## config.mk

```make
export PLATFORM = sky130hd
export DESIGN_NAME = lcd_frame_timer
export DESIGN_NICKNAME = d
export VERILOG_FILES = /design/src/rtl/lcdt_pkg.sv /design/src/rtl/lcdt_cfg_latch.sv /design/src/rtl/lcdt_slot_div.sv /design/src/rtl/lcdt_com_seq.sv /design/src/rtl/lcd_frame_timer.sv
export SDC_FILE = /design/constraint.sdc
export NUM_CORES = 1
export LEC_CHECK = 0
export ABC_AREA = 1
export BUFFER_PORTS_ARGS = -buffer_cell sky130_fd_sc_hd__buf_2
export CAP_MARGIN = 20
export CORE_UTILIZATION = 55
export CTS_CLUSTER_DIAMETER = 100
export DETAILED_ROUTE_END_ITERATION = 10
export PLACE_DENSITY_LB_ADDON = 0.2
export SYNTH_ARGS = -nofsm -noshare
export SYNTH_HDL_FRONTEND = slang
export SYNTH_SLANG_ARGS = --single-unit
```

## constraint.sdc

```tcl
create_clock -name clk -period 2.05 [get_ports clk]
set_input_delay 0.3075 -clock clk [delete_from_list [all_inputs] [get_ports clk]]
set_output_delay 0.3075 -clock clk [all_outputs]
set_load 0.01 [all_outputs]
```

## src/rtl/lcdt_pkg.sv

```systemverilog
package lcdt_pkg;
  localparam int DIV_W      = 4;
  localparam int MUX_W      = 2;
  localparam int FAST_SCALE = 4;
  localparam int SLOW_SHIFT = 2;

  typedef struct packed {
    logic             clk_sel;
    logic [DIV_W-1:0] div;
    logic [MUX_W-1:0] mux;
    logic             bias;
  } lcdt_cfg_t;
endpackage

```

## src/rtl/lcdt_cfg_latch.sv

```systemverilog
module lcdt_cfg_latch
  import lcdt_pkg::*;
(
  input  logic      clk,
  input  logic      rst_n,
  input  lcdt_cfg_t cfg_in,
  input  logic      frame_wrap,
  output lcdt_cfg_t cfg_q,
  output logic      armed
);
  always_ff @(posedge clk or negedge rst_n) begin
    if (!rst_n) begin
      cfg_q <= '0;
      armed <= 1'b0;
    end else begin
      if (!armed || frame_wrap) cfg_q <= cfg_in;
      armed <= 1'b1;
    end
  end

  AST_CFG_HOLD: assert property (@(posedge clk) disable iff (!rst_n)
    ($past(armed) && !$past(frame_wrap)) |-> $stable(cfg_q));
endmodule

```

## src/rtl/lcdt_slot_div.sv

```systemverilog
module lcdt_slot_div #(
  parameter int DIV_W      = 4,
  parameter int FAST_SCALE = 4,
  parameter int SLOW_SHIFT = 2,
  localparam int SLOT_W    = $clog2(FAST_SCALE << DIV_W)
) (
  input  logic             clk,
  input  logic             rst_n,
  input  logic             run,
  input  logic             tick,
  input  logic             clk_sel,
  input  logic [DIV_W-1:0] div,
  output logic             slot_end
);
  logic [SLOT_W-1:0] cnt;
  logic [SLOT_W-1:0] slot_max;

  always_comb begin
    if (clk_sel) slot_max = SLOT_W'(div >> SLOW_SHIFT);
    else         slot_max = SLOT_W'(FAST_SCALE * (int'(div) + 1) - 1);
  end

  assign slot_end = run && tick && (cnt == slot_max);

  always_ff @(posedge clk or negedge rst_n) begin
    if (!rst_n)              cnt <= '0;
    else if (!run)           cnt <= '0;
    else if (slot_end)       cnt <= '0;
    else if (tick)           cnt <= cnt + 1'b1;
  end

  AST_SLOT_BOUND: assert property (@(posedge clk) disable iff (!rst_n)
    cnt <= slot_max);
  AST_SLOT_IDLE: assert property (@(posedge clk) disable iff (!rst_n)
    (run && !tick) |=> $stable(cnt));
endmodule

```

## src/rtl/lcdt_com_seq.sv

```systemverilog
module lcdt_com_seq #(
  parameter int MUX_W  = 2,
  localparam int COM_N = 1 << MUX_W
) (
  input  logic             clk,
  input  logic             rst_n,
  input  logic             step,
  input  logic [MUX_W-1:0] last_idx,
  output logic [COM_N-1:0] com_onehot,
  output logic             pol,
  output logic             frame_stb,
  output logic             wrap
);
  logic [MUX_W-1:0] idx;

  assign wrap = step && (idx == last_idx);

  always_ff @(posedge clk or negedge rst_n) begin
    if (!rst_n) begin
      idx       <= '0;
      pol       <= 1'b0;
      frame_stb <= 1'b0;
    end else begin
      frame_stb <= wrap;
      if (wrap) begin
        idx <= '0;
        pol <= ~pol;
      end else if (step) begin
        idx <= idx + 1'b1;
      end
    end
  end

  for (genvar g = 0; g < COM_N; g++) begin : g_dec
    assign com_onehot[g] = (idx == MUX_W'(g));
  end

  AST_COM_ONEHOT: assert property (@(posedge clk) disable iff (!rst_n)
    $countones(com_onehot) == 1);
  AST_IDX_RANGE: assert property (@(posedge clk) disable iff (!rst_n)
    idx <= last_idx);
  AST_STB_AT_ZERO: assert property (@(posedge clk) disable iff (!rst_n)
    frame_stb |-> com_onehot[0]);
  AST_POL_FLIP: assert property (@(posedge clk) disable iff (!rst_n)
    frame_stb |-> (pol != $past(pol)));
  AST_POL_KEEP: assert property (@(posedge clk) disable iff (!rst_n)
    !frame_stb |-> $stable(pol));
endmodule

```

## src/rtl/lcd_frame_timer.sv

```systemverilog
module lcd_frame_timer
  import lcdt_pkg::*;
#(
  parameter int P_DIV_W  = DIV_W,
  parameter int P_MUX_W  = MUX_W,
  localparam int COM_N   = 1 << P_MUX_W
) (
  input  logic               clk,
  input  logic               rst_n,
  input  logic               tick_fast,
  input  logic               tick_slow,
  input  logic               cfg_clk_sel,
  input  logic [DIV_W-1:0]   cfg_div,
  input  logic [MUX_W-1:0]   cfg_mux,
  input  logic               cfg_bias,
  output logic [COM_N-1:0]   com_onehot,
  output logic               drive_pol,
  output logic               frame_stb,
  output logic               bias_out
);
  lcdt_cfg_t cfg_in, cfg_q;
  logic      armed, sel_tick, slot_end, wrap;

  assign cfg_in = '{clk_sel: cfg_clk_sel, div: cfg_div, mux: cfg_mux, bias: cfg_bias};

  lcdt_cfg_latch u_cfg (
    .clk(clk), .rst_n(rst_n), .cfg_in(cfg_in), .frame_wrap(wrap),
    .cfg_q(cfg_q), .armed(armed)
  );

  assign sel_tick = cfg_q.clk_sel ? tick_slow : tick_fast;

  lcdt_slot_div #(.DIV_W(P_DIV_W), .FAST_SCALE(FAST_SCALE), .SLOW_SHIFT(SLOW_SHIFT)) u_div (
    .clk(clk), .rst_n(rst_n), .run(armed), .tick(sel_tick),
    .clk_sel(cfg_q.clk_sel), .div(cfg_q.div), .slot_end(slot_end)
  );

  lcdt_com_seq #(.MUX_W(P_MUX_W)) u_seq (
    .clk(clk), .rst_n(rst_n), .step(slot_end), .last_idx(cfg_q.mux),
    .com_onehot(com_onehot), .pol(drive_pol), .frame_stb(frame_stb), .wrap(wrap)
  );

  assign bias_out = cfg_q.bias;

  AST_IDLE_HOLD: assert property (@(posedge clk) disable iff (!rst_n)
    !sel_tick |=> ($stable(com_onehot) && !frame_stb));
endmodule

```

==> impl_metrics.yaml, run 1 <==
timing:
  fmax_ghz: 0.497
  grt_setup_unrepaired: "true"
  fin_crit_sh: 0.982
  finalSetupViolCount: 0
  slew_violations: 0
  timing.hold.ws_ns: 0.172
  hold_viol_final: 0
  setup_slack_ns: 0.0377
  tns_ns: 0
  fin_crit_ns: 2.01
  finClkSkew_ns: 0.00733
power:
  power_leakage_nw: 0.759
  pwr_density_cell_nw_per_um2: 691
  swShare: 0.393
  power_switching_w: 0.000403
  p_int_w: 0.000622
  seq_power_share: 0.464
  pwr-share-clk: 0.198
  comb_power_share: 0.338
  ir_worst_vdd_uv: 511
detailed_routing:
  route.detailed.drc: 0
  vias_per_cell: 5.29
  ant_nets: 0
  drt-pass1-iter-count: 4
  wl_per_cell_um: 12.6
  vias: 1105
  drt-total-wl_um: 2640
  drt_iter0_drc: 31
floorplanning:
  start_util: 0.597
  fp.dieW_um: 48.9
  die_area_um2: 2390
  io_pins: 19
  die_h_um: 48.9
  core_area_um2: 2020
  fp-row-count: 16
final_layout:
  nNetsFinal: 202
  stdcell_area_um2: 1480
  area_growth_pct: 22.9
  layout_common_cells: "nand2_1, inv_1, buf_2, dfrtp_1, nand3_1"
  layout_commonest_cell: "nand2_1"
  stdcell_count: 209
  drive_above_1_share: 0.308
  antenna_cells: 0
clock_tree:
  htree_levels: 1
  clk_pin_slew_ns: 0.12
  cts-root-buf: "clkbuf_4"
  cts_tree: "yes"
  cts.sinks: 19
  clockBufferDepth: 2
  clk_latency_ns: 0.32
  numCtsBuffers: 3
placement:
  routabilityCongestion: 0.850
  place_inst: 201
  hpwl_um: 1780
  place_ws_ns: 0.0800
  dpl-instance-area_um2: 1330
  numPortBuffers: 18
flow_run:
  maxCapViolCount: 0
worst_setup_path:
  cpPeakStageDelay_ns: 0.49
  crit_required_ns: 2.26
  critPathKind: "flop to flop"
  worstPathCellList: "ha_4 -> inv_2 -> nand2_2 -> nand3_2 -> nand2_1 -> nand2_1 -> inv_1 -> nand2_2 -> nor2_4 -> nand3_4 -> nor2_4 -> nand2_4 -> nand3_1 -> nand2_1"
  cp_common_cell: "nand2_1"
  endpoint_kind: "flop"
  path_delay_family: "simple AND/OR/NAND/NOR gates"
  cp_data_arrival_time_ns: 2.22
  critPathSlowestCell: "dfrtp_2"
  critical_path.max_fanout: 8
  critPathLaunchType: "flop"
  worst-path-buf-inv: 2
yosys:
  synth_area_um2: 1210
  yosys_warnings: 0
  avgSynthCellArea_um2: 7.69
  yosysTopAreaCell: "dfrtp_1"
  ys_ff_latch: 19
  yosysUniqueCellTypes: 25
  synth_nets: 176
  yosysSeqAreaShare: 0.394
  yosys.area.top_type_share: 0.394
  synth_area_leaders: "dfrtp_1, nand2_1, nand3_1, ha_1, inv_1"
  syn-instance-count: 157
global_route:
  grtUsageTotal: 0.226
  grt_pass1_vias: 939
  grt_remaining_overflow: 0
  grt_max_degree: 20
  grt_pass1_wl_um: 4130
  antenna_found_initial: 0
min_path:
  hold_class: "primary input to flop"
status:
  outcome: "complete, no violations"
[logic make-up after synthesis]
kind of cell               count (synthesis)  synth area share
adders and majority gates                  7            0.0725
DFF                                       19             0.394
other                                      1           0.00311
and+or+nand+nor                           89             0.347
xor gates and xnor gates                   6            0.0435
buffers and inverters                     24            0.0788
AOI/OAI and AO/OA                         11            0.0611
[area by class of cell]
type / instances / area, um^2
Sequential cell: 19 / 478
Multi-Input combinational cell: 114 / 732
Fill cell: 156 / 538
Tap cell: 27 / 33.8
Timing Repair Buffer: 23 / 130
Clock buffer: 3 / 22.5
Inverter: 22 / 82.6
Clock inverter: 1 / 5.00
[state kept, by name (all words and copies together), names as in the netlist]
| name | cells |
|---|---|
| u_seq.frame_stb | 1 |
| u_cfg.cfg_q | 8 |
| u_div.cnt | 6 |
| u_seq.idx | 2 |
| u_seq.pol | 1 |
| u_cfg.armed | 1 |
[power groups by stage]
stage / clock [W] / sequential [W] / combinational, W
final: 0.000203 / 0.000476 / 0.000347
after global routing: 0.000215 / 0.000484 / 0.000392
after CTS: 0.000204 / 0.000469 / 0.000315
after detailed placement: 0 / 0.000476 / 0.000311
after global placement: 0 / 0.000472 / 0.000300
after floorplan: 0 / 0.000462 / 0.000231
[per-stage QoR]
stage / power, W / util
global placement: 0.000773 / 0.656
finish: 0.00103 / 0.734
detailed placement: 0.000787 / 0.656
global route: 0.00109 / 0.734
CTS: 0.000988 / 0.675
floorplan: 0.000694 / -
[synth_stat cells, drive strengths merged]
| master | count |
|---|---|
| inv | 22 |
| nor2 | 7 |
| xor2 | 5 |
| xnor2 | 1 |
| nand3 | 22 |
| o21ai | 5 |
| nand4 | 6 |
| dfrtp | 19 |
| nor3 | 2 |
| buf | 2 |
| o21bai | 1 |
| ha | 7 |
| nand3b | 1 |
| a21oi | 1 |
| nand2 | 51 |
| o22ai | 4 |
| conb | 1 |
[final timing paths]
kind	start	slack (ns)	endpoint	cells past startpoint
setup / recovery	u_cfg.cfg_q[3]$_DFFE_PN0P_	0.04	u_cfg.cfg_q[7]$_DFFE_PN0P_	14
hold / removal	cfg_div[3]	0.17	u_cfg.cfg_q[6]$_DFFE_PN0P_	3
setup reg to reg	u_cfg.cfg_q[3]$_DFFE_PN0P_	0.04	u_cfg.cfg_q[7]$_DFFE_PN0P_	14
hold reg to reg	u_seq.pol$_DFFE_PN0P_	0.47	u_seq.pol$_DFFE_PN0P_	1
max in group asynchronous	rst_n	1.28	u_cfg.cfg_q[4]$_DFFE_PN0P_	2
min in group asynchronous	rst_n	0.44	u_div.cnt[3]$_DFFE_PN0P_	2
[routing by layer]
metal  vias up  GRT usage  share of wire
li1        553          -              -
met1       513      0.327           0.46
met2        34      0.338           0.49
met3         5     0.0374          0.042
met4         0     0.0882          0.015
met5         -          0              0
[worst register-to-register path: stages, from the launching register on]
cell	delay, ns
dfrtp_2	0.49
ha_4	0.30
inv_2	0.04
nand2_2	0.07
nand3_2	0.06
nand2_1	0.07
nand2_1	0.05
inv_1	0.06
nand2_2	0.06
nor2_4	0.14
nand3_4	0.10
nor2_4	0.17
nand2_4	0.11
nand3_1	0.11
nand2_1	0.07
[repair_timing]
item / CTS / global route
setup buffers: 0 / 3
hold endpoints to repair: 19 / 0
setup endpoints to repair: 0 / 12
resized for setup: 0 / 24
hold buffers: 1 / 0
No activity file was read; power rests on OpenSTA's default activity.
==> inputs of run 2 (changes only) <==
--- a/config.mk
+++ b/config.mk
@@ -8,9 +8,11 @@
 export ABC_AREA = 1
 export BUFFER_PORTS_ARGS = -buffer_cell sky130_fd_sc_hd__buf_2
 export CAP_MARGIN = 20
-export CORE_UTILIZATION = 55
+export CORE_UTILIZATION = 50
+export CTS_BUF_LIST = sky130_fd_sc_hd__clkbuf_8 sky130_fd_sc_hd__clkbuf_16
 export CTS_CLUSTER_DIAMETER = 100
 export DETAILED_ROUTE_END_ITERATION = 10
+export MAX_ROUTING_LAYER = met4
 export PLACE_DENSITY_LB_ADDON = 0.2
 export SYNTH_ARGS = -nofsm -noshare
 export SYNTH_HDL_FRONTEND = slang
==> constraint.sdc (replaced) <==
create_clock -name clk -period 1.6 [get_ports clk]
set_input_delay 0.24 -clock clk [delete_from_list [all_inputs] [get_ports clk]]
set_output_delay 0.24 -clock clk [all_outputs]
set_load 0.01 [all_outputs]
==> impl_metrics.yaml, run 2 (same netlist as run 1, synthesis figures left out) <==
status:
  outcome: "finished with violations"
  violations: "setup timing"
timing:
  fin_crit_sh: 1.22
  finalSetupViolCount: 18
  fmax_ghz: 0.513
  hold_viol_final: 0
  setup_slack_ns: -0.349
  finClkSkew_ns: 0.00404
  fin_crit_ns: 1.95
  slew_violations: 0
  tns_ns: -5.36
  grt_setup_unrepaired: "true"
detailed_routing:
  ant_nets: 0
  drt_iter0_drc: 38
  vias_per_cell: 5.55
  drt-pass1-iter-count: 4
  vias: 1220
  wl_per_cell_um: 14.9
  route.detailed.drc: 0
  drt-total-wl_um: 3270
global_route:
  grtUsageTotal: 0.290
  antenna_found_initial: 0
  grt_pass1_vias: 1184
  grt_max_degree: 20
  grt_remaining_overflow: 0
  grt_pass1_wl_um: 5330
final_layout:
  layout_common_cells: "nand2_1, inv_1, dfrtp_1, buf_2"
  stdcell_area_um2: 1640
  fillers: 180
  seq_area_um2: 475
  largest_reg_flops: 8
  layout_commonest_cell: "nand2_1"
  drive_above_1_share: 0.391
  multi_input_area_um2: 786
  area_growth_pct: 36.1
  antenna_cells: 0
  nNetsFinal: 212
  largest-register: "u_cfg.cfg_q"
  reg_top3: "u_cfg.cfg_q (8), u_div.cnt (6), u_seq.idx (2)"
power:
  pwr_density_cell_nw_per_um2: 915
  p_int_w: 0.000937
  seq_power_share: 0.400
  pwr-share-clk: 0.217
  comb_power_share: 0.383
  ir_worst_vdd_uv: 873
  power_leakage_nw: 0.831
  swShare: 0.377
  power_switching_w: 0.000567
min_path:
  holdPathEnd: "u_cfg.cfg_q[0]$_DFFE_PN0P_"
  worstHoldPathCells: 3
  min-delay-start: "cfg_bias"
  hold_class: "primary input to flop"
floorplanning:
  io_pins: 19
  die_area_um2: 2620
  core_area_um2: 2250
  fp.dieW_um: 51.1
  fp-row-count: 17
  die_h_um: 51.1
  start_util: 0.536
clock_tree:
  numCtsBuffers: 3
  clk_latency_ns: 0.25
  cts-root-buf: "clkbuf_8"
  clockBufferDepth: 2
  clk_pin_slew_ns: 0.07
  cts_tree: "yes"
  cts.sinks: 19
  htree_levels: 1
worst_setup_path:
  crit_required_ns: 1.79
  cp_data_arrival_time_ns: 2.14
  ff2ff_setup_slack_ns: -0.35
  reg2reg_from: "u_cfg.cfg_q[3]$_DFFE_PN0P_"
  reg2reg_depth: 10
  endpoint_kind: "flop"
  critical_path.max_fanout: 8
  critPathKind: "flop to flop"
  critPathLaunchType: "flop"
  timing.rr.end: "u_cfg.cfg_q[1]$_DFFE_PN0P_"
placement:
  numPortBuffers: 18
  hpwl_um: 2080
  routabilityCongestion: 0.850
  dpl-instance-area_um2: 1420
flow_run:
  maxCapViolCount: 0
[run 2: cell count changes in the layout (fill, tap and decap cells not counted), sizes merged]
cell / before / now
buf: 22 / 32
clkinv: 1 / 0
inv: 22 / 23
[run 2: repair_timing]
item / CTS / global route
buffers inserted: 2 / 1
setup endpoints to repair: 18 / 18
gates resized for setup: 31 / 8
pin swaps: 21 / 17
hold buffers: 1 / 0
hold endpoints to repair: 19 / 0
[run 2: final cells by class]
| cell class | count | area share |
|---|---|---|
| Multi-Input combinational cell | 114 | 0.478 |
| Sequential cell | 19 | 0.289 |
| Timing Repair Buffer | 33 | 0.132 |
| Inverter | 22 | 0.0518 |
| Clock buffer | 3 | 0.0251 |
| Tap cell | 28 | 0.0213 |
| Clock inverter | 1 | 0.00228 |
[run 2: worst max-delay path, cell delays in order, from the launching register on]
cell,delay [ns]
dfrtp_1,0.43
ha_4,0.28
inv_4,0.07
nand2_2,0.06
a21oi_2,0.13
nand2_1,0.12
nand4_1,0.21
nand4_4,0.16
o21bai_4,0.25
nand2_1,0.10
nand2_1,0.07
[run 2: metrics by stage]
step | util | setup slack, ns | total power, W | std cells | hold WS [ns]
6_report | 0.729 | -0.349 | 0.00150 | 220 | 0.174
5_1_grt | 0.729 | -0.450 | 0.00160 | 220 | 0.189
4_1_cts | 0.711 | -0.303 | 0.00147 | 219 | 0.174
3_5_place_dp | 0.629 | -0.315 | 0.00107 | 213 | 0.202
3_3_place_gp | 0.629 | -0.232 | 0.00104 | 213 | 0.200
2_1_floorplan | - | -0.138 | 0.000892 | 157 | -0.0556
[run 2: per-layer routing]
metal / vias up / GRT usage / wire (um)
met5: - / - / 0
met4: 0 / 0.125 / 142
met3: 21 / 0.0387 / 144
met2: 51 / 0.518 / 1710
met1: 571 / 0.320 / 1280
li1: 577 / - / -
[run 2: power groups by stage]
stage          registers, W  logic (W)  clock network (W)
2_1_floorplan      0.000593   0.000299                  0
3_3_place_gp       0.000597   0.000441                  0
3_5_place_dp       0.000602   0.000469                  0
4_1_cts            0.000597   0.000538           0.000331
5_1_grt            0.000608   0.000641           0.000349
6_report           0.000601   0.000576           0.000326
[run 2: how the worst max path moves through the flow]
| stage | from | end |
|---|---|---|
| finish | u_cfg.cfg_q[3]$_DFFE_PN0P_ | u_cfg.cfg_q[1]$_DFFE_PN0P_ |
| global placement | u_cfg.cfg_q[3]$_DFFE_PN0P_ | u_cfg.cfg_q[2]$_DFFE_PN0P_ |
| global route | u_cfg.cfg_q[3]$_DFFE_PN0P_ | u_cfg.cfg_q[3]$_DFFE_PN0P_ |
| detailed placement | u_cfg.cfg_q[3]$_DFFE_PN0P_ | u_cfg.cfg_q[1]$_DFFE_PN0P_ |
| floorplan | u_cfg.cfg_q[4]$_DFFE_PN0P_ | u_cfg.cfg_q[5]$_DFFE_PN0P_ |
| CTS | u_cfg.cfg_q[3]$_DFFE_PN0P_ | u_cfg.cfg_q[3]$_DFFE_PN0P_ |
==> inputs of run 3 (changes only) <==
--- a/config.mk
+++ b/config.mk
@@ -6,7 +6,7 @@
 export NUM_CORES = 1
 export LEC_CHECK = 0
 export ABC_AREA = 1
-export BUFFER_PORTS_ARGS = -buffer_cell sky130_fd_sc_hd__buf_2
+export BUFFER_PORTS_ARGS = -buffer_cell sky130_fd_sc_hd__clkbuf_2
 export CAP_MARGIN = 20
 export CORE_UTILIZATION = 50
 export CTS_BUF_LIST = sky130_fd_sc_hd__clkbuf_8 sky130_fd_sc_hd__clkbuf_16
==> constraint.sdc (replaced) <==
create_clock -name clk -period 1.64 [get_ports clk]
set_input_delay 0.246 -clock clk [delete_from_list [all_inputs] [get_ports clk]]
set_output_delay 0.246 -clock clk [all_outputs]
set_load 0.01 [all_outputs]
==> impl_metrics.yaml, run 3 (same netlist as run 1, synthesis figures left out) <==
min_path:
  hold_class: "primary input to flop"
  worstHoldPathCells: 3
  min-delay-start: "cfg_div[1]"
detailed_routing:
  wl_per_cell_um: 13.7
  vias: 1153
  highest_layer: "met4"
  ant_nets: 0
  wl_met3_um: 114
  drt_iter0_drc: 37
  drt-pass1-iter-count: 4
  wl_met1_um: 1250
  met2RoutedLength_um: 1580
  vias_per_cell: 5.26
  route.detailed.drc: 0
  drt-total-wl_um: 3000
clock_tree:
  cts_tree: "yes"
  clockBufferDepth: 2
  cts.sinks: 19
  clk_pin_slew_ns: 0.08
  htree_levels: 1
  numCtsBuffers: 3
  clk_latency_ns: 0.27
  cts-root-buf: "clkbuf_8"
timing:
  finClkSkew_ns: 0.00143
  grt_setup_unrepaired: "true"
  setup_slack_ns: -0.320
  finalSetupViolCount: 18
  tns_ns: -4.87
  fin_crit_ns: 1.96
  hold_viol_final: 0
  fmax_ghz: 0.510
  fin_crit_sh: 1.19
  slew_violations: 0
worst_setup_path:
  crit_required_ns: 1.80
  reg2reg_depth: 14
  reg2reg_from: "u_cfg.cfg_q[4]$_DFFE_PN0P_"
  critPathLaunchType: "flop"
  endpoint_kind: "flop"
  critPathKind: "flop to flop"
  cp_data_arrival_time_ns: 2.12
  critical_path.max_fanout: 8
  ff2ff_setup_slack_ns: -0.32
  startpoint: "u_cfg.cfg_q[4]$_DFFE_PN0P_"
final_layout:
  multi_input_area_um2: 757
  layout_commonest_cell: "nand2_1"
  fillers: 191
  stdcell_count: 219
  largest_reg_flops: 8
  reg_top3: "u_cfg.cfg_q (8), u_div.cnt (6), u_seq.idx (2)"
  layout_common_cells: "nand2_1, inv_1, dfrtp_1, clkbuf_2, nand3_2"
  nNetsFinal: 211
  antenna_cells: 0
  largest-register: "u_cfg.cfg_q"
  area_growth_pct: 32.6
  drive_above_1_share: 0.361
  seq_area_um2: 475
global_route:
  grtUsageTotal: 0.281
  grt_remaining_overflow: 0
  grt_pass1_wl_um: 5090
  antenna_found_initial: 0
  grt_pass1_vias: 1162
  grt_max_degree: 20
placement:
  place_inst: 212
  routabilityCongestion: 0.869
  hpwl_um: 2080
  numPortBuffers: 18
floorplanning:
  start_util: 0.536
  die_h_um: 51.1
  core_area_um2: 2250
  fp.dieW_um: 51.1
  die_area_um2: 2620
  io_pins: 19
  fp-row-count: 17
status:
  outcome: "finished with violations"
  violations: "setup timing"
flow_run:
  maxCapViolCount: 0
power:
  pwr_density_cell_nw_per_um2: 915
  ir_worst_vdd_uv: 777
  power_leakage_nw: 0.821
  total_power_w: 0.00147
==> run 3: cell types whose count changed in the layout (fill, tap and decap cells not counted), moves of 3 or more <==
cell / before / now
o22ai_2: 3 / 0
nand3_1: 11 / 8
nand2_1: 40 / 44
buf_2: 18 / 0
o22ai_1: 1 / 4
nand2_2: 9 / 6
nand3_2: 10 / 14
clkbuf_2: 0 / 18
==> run 3: timing repair <==
item	4_1_cts	5_1_grt
hold buffers	1	0
gates resized for setup	29	0
buffers inserted	1	1
endpoints found under the hold margin	19	0
endpoints found under the setup margin	18	18
pin swaps	22	7
==> run 3: final timing paths <==
kind,end
setup / recovery,u_cfg.cfg_q[0]$_DFFE_PN0P_
hold / removal,u_cfg.cfg_q[4]$_DFFE_PN0P_
setup reg to reg,u_cfg.cfg_q[0]$_DFFE_PN0P_
hold reg to reg,u_seq.pol$_DFFE_PN0P_
max in group asynchronous,u_seq.idx[0]$_DFFE_PN0P_
min in group asynchronous,u_div.cnt[4]$_DFFE_PN0P_
==> run 3: cell type report <==
| cell class | instances | share of cell area |
|---|---|---|
| clock inverters | 1 | 0.00312 |
| multi-input cells | 114 | 0.473 |
| clock buffers | 3 | 0.0258 |
| repair buffers | 32 | 0.128 |
| inverters | 22 | 0.0516 |
| well taps | 28 | 0.0219 |
| flip-flops and latches | 19 | 0.297 |
==> run 3: stage by stage <==
step	hold slack, ns	utilization	setup WS [ns]	instance area (um^2)
floorplan	-0.0496	-	-0.0984	1210
global placement	0.222	0.625	-0.196	1410
detailed placement	0.231	0.625	-0.274	1410
CTS	0.177	0.707	-0.259	1590
global route	0.192	0.710	-0.434	1600
finish	0.173	0.710	-0.320	1600
==> run 3: report_power, final <==
group	switching (W)	leakage [nW]	internal, W
logic	0.000321	0.556	0.000212
registers	0.0000661	0.240	0.000520
clock network	0.000177	0.0255	0.000170
total	0.000564	0.821	0.000902
==> run 3: worst max-delay path, cell delays in order (launching register included) <==
cell and delay, ns:
dfrtp_1 0.43, ha_4 0.30, inv_2 0.04, nand2_2 0.08, nand3_2 0.07, nand2_1 0.06, nand2_1 0.05, inv_1 0.06
nand2_2 0.07, nor2_4 0.15, nand3_2 0.12, nor2_4 0.15, nand2_4 0.13, nand3_2 0.09, nand2_1 0.05
==> run 3: metal layers <==
| layer | up-vias | global-route usage |
|---|---|---|
| li1 | 576 | - |
| met3 | 6 | 0.0536 |
| met2 | 34 | 0.485 |
| met5 | - | - |
| met1 | 537 | 0.311 |
| met4 | 0 | 0.130 |
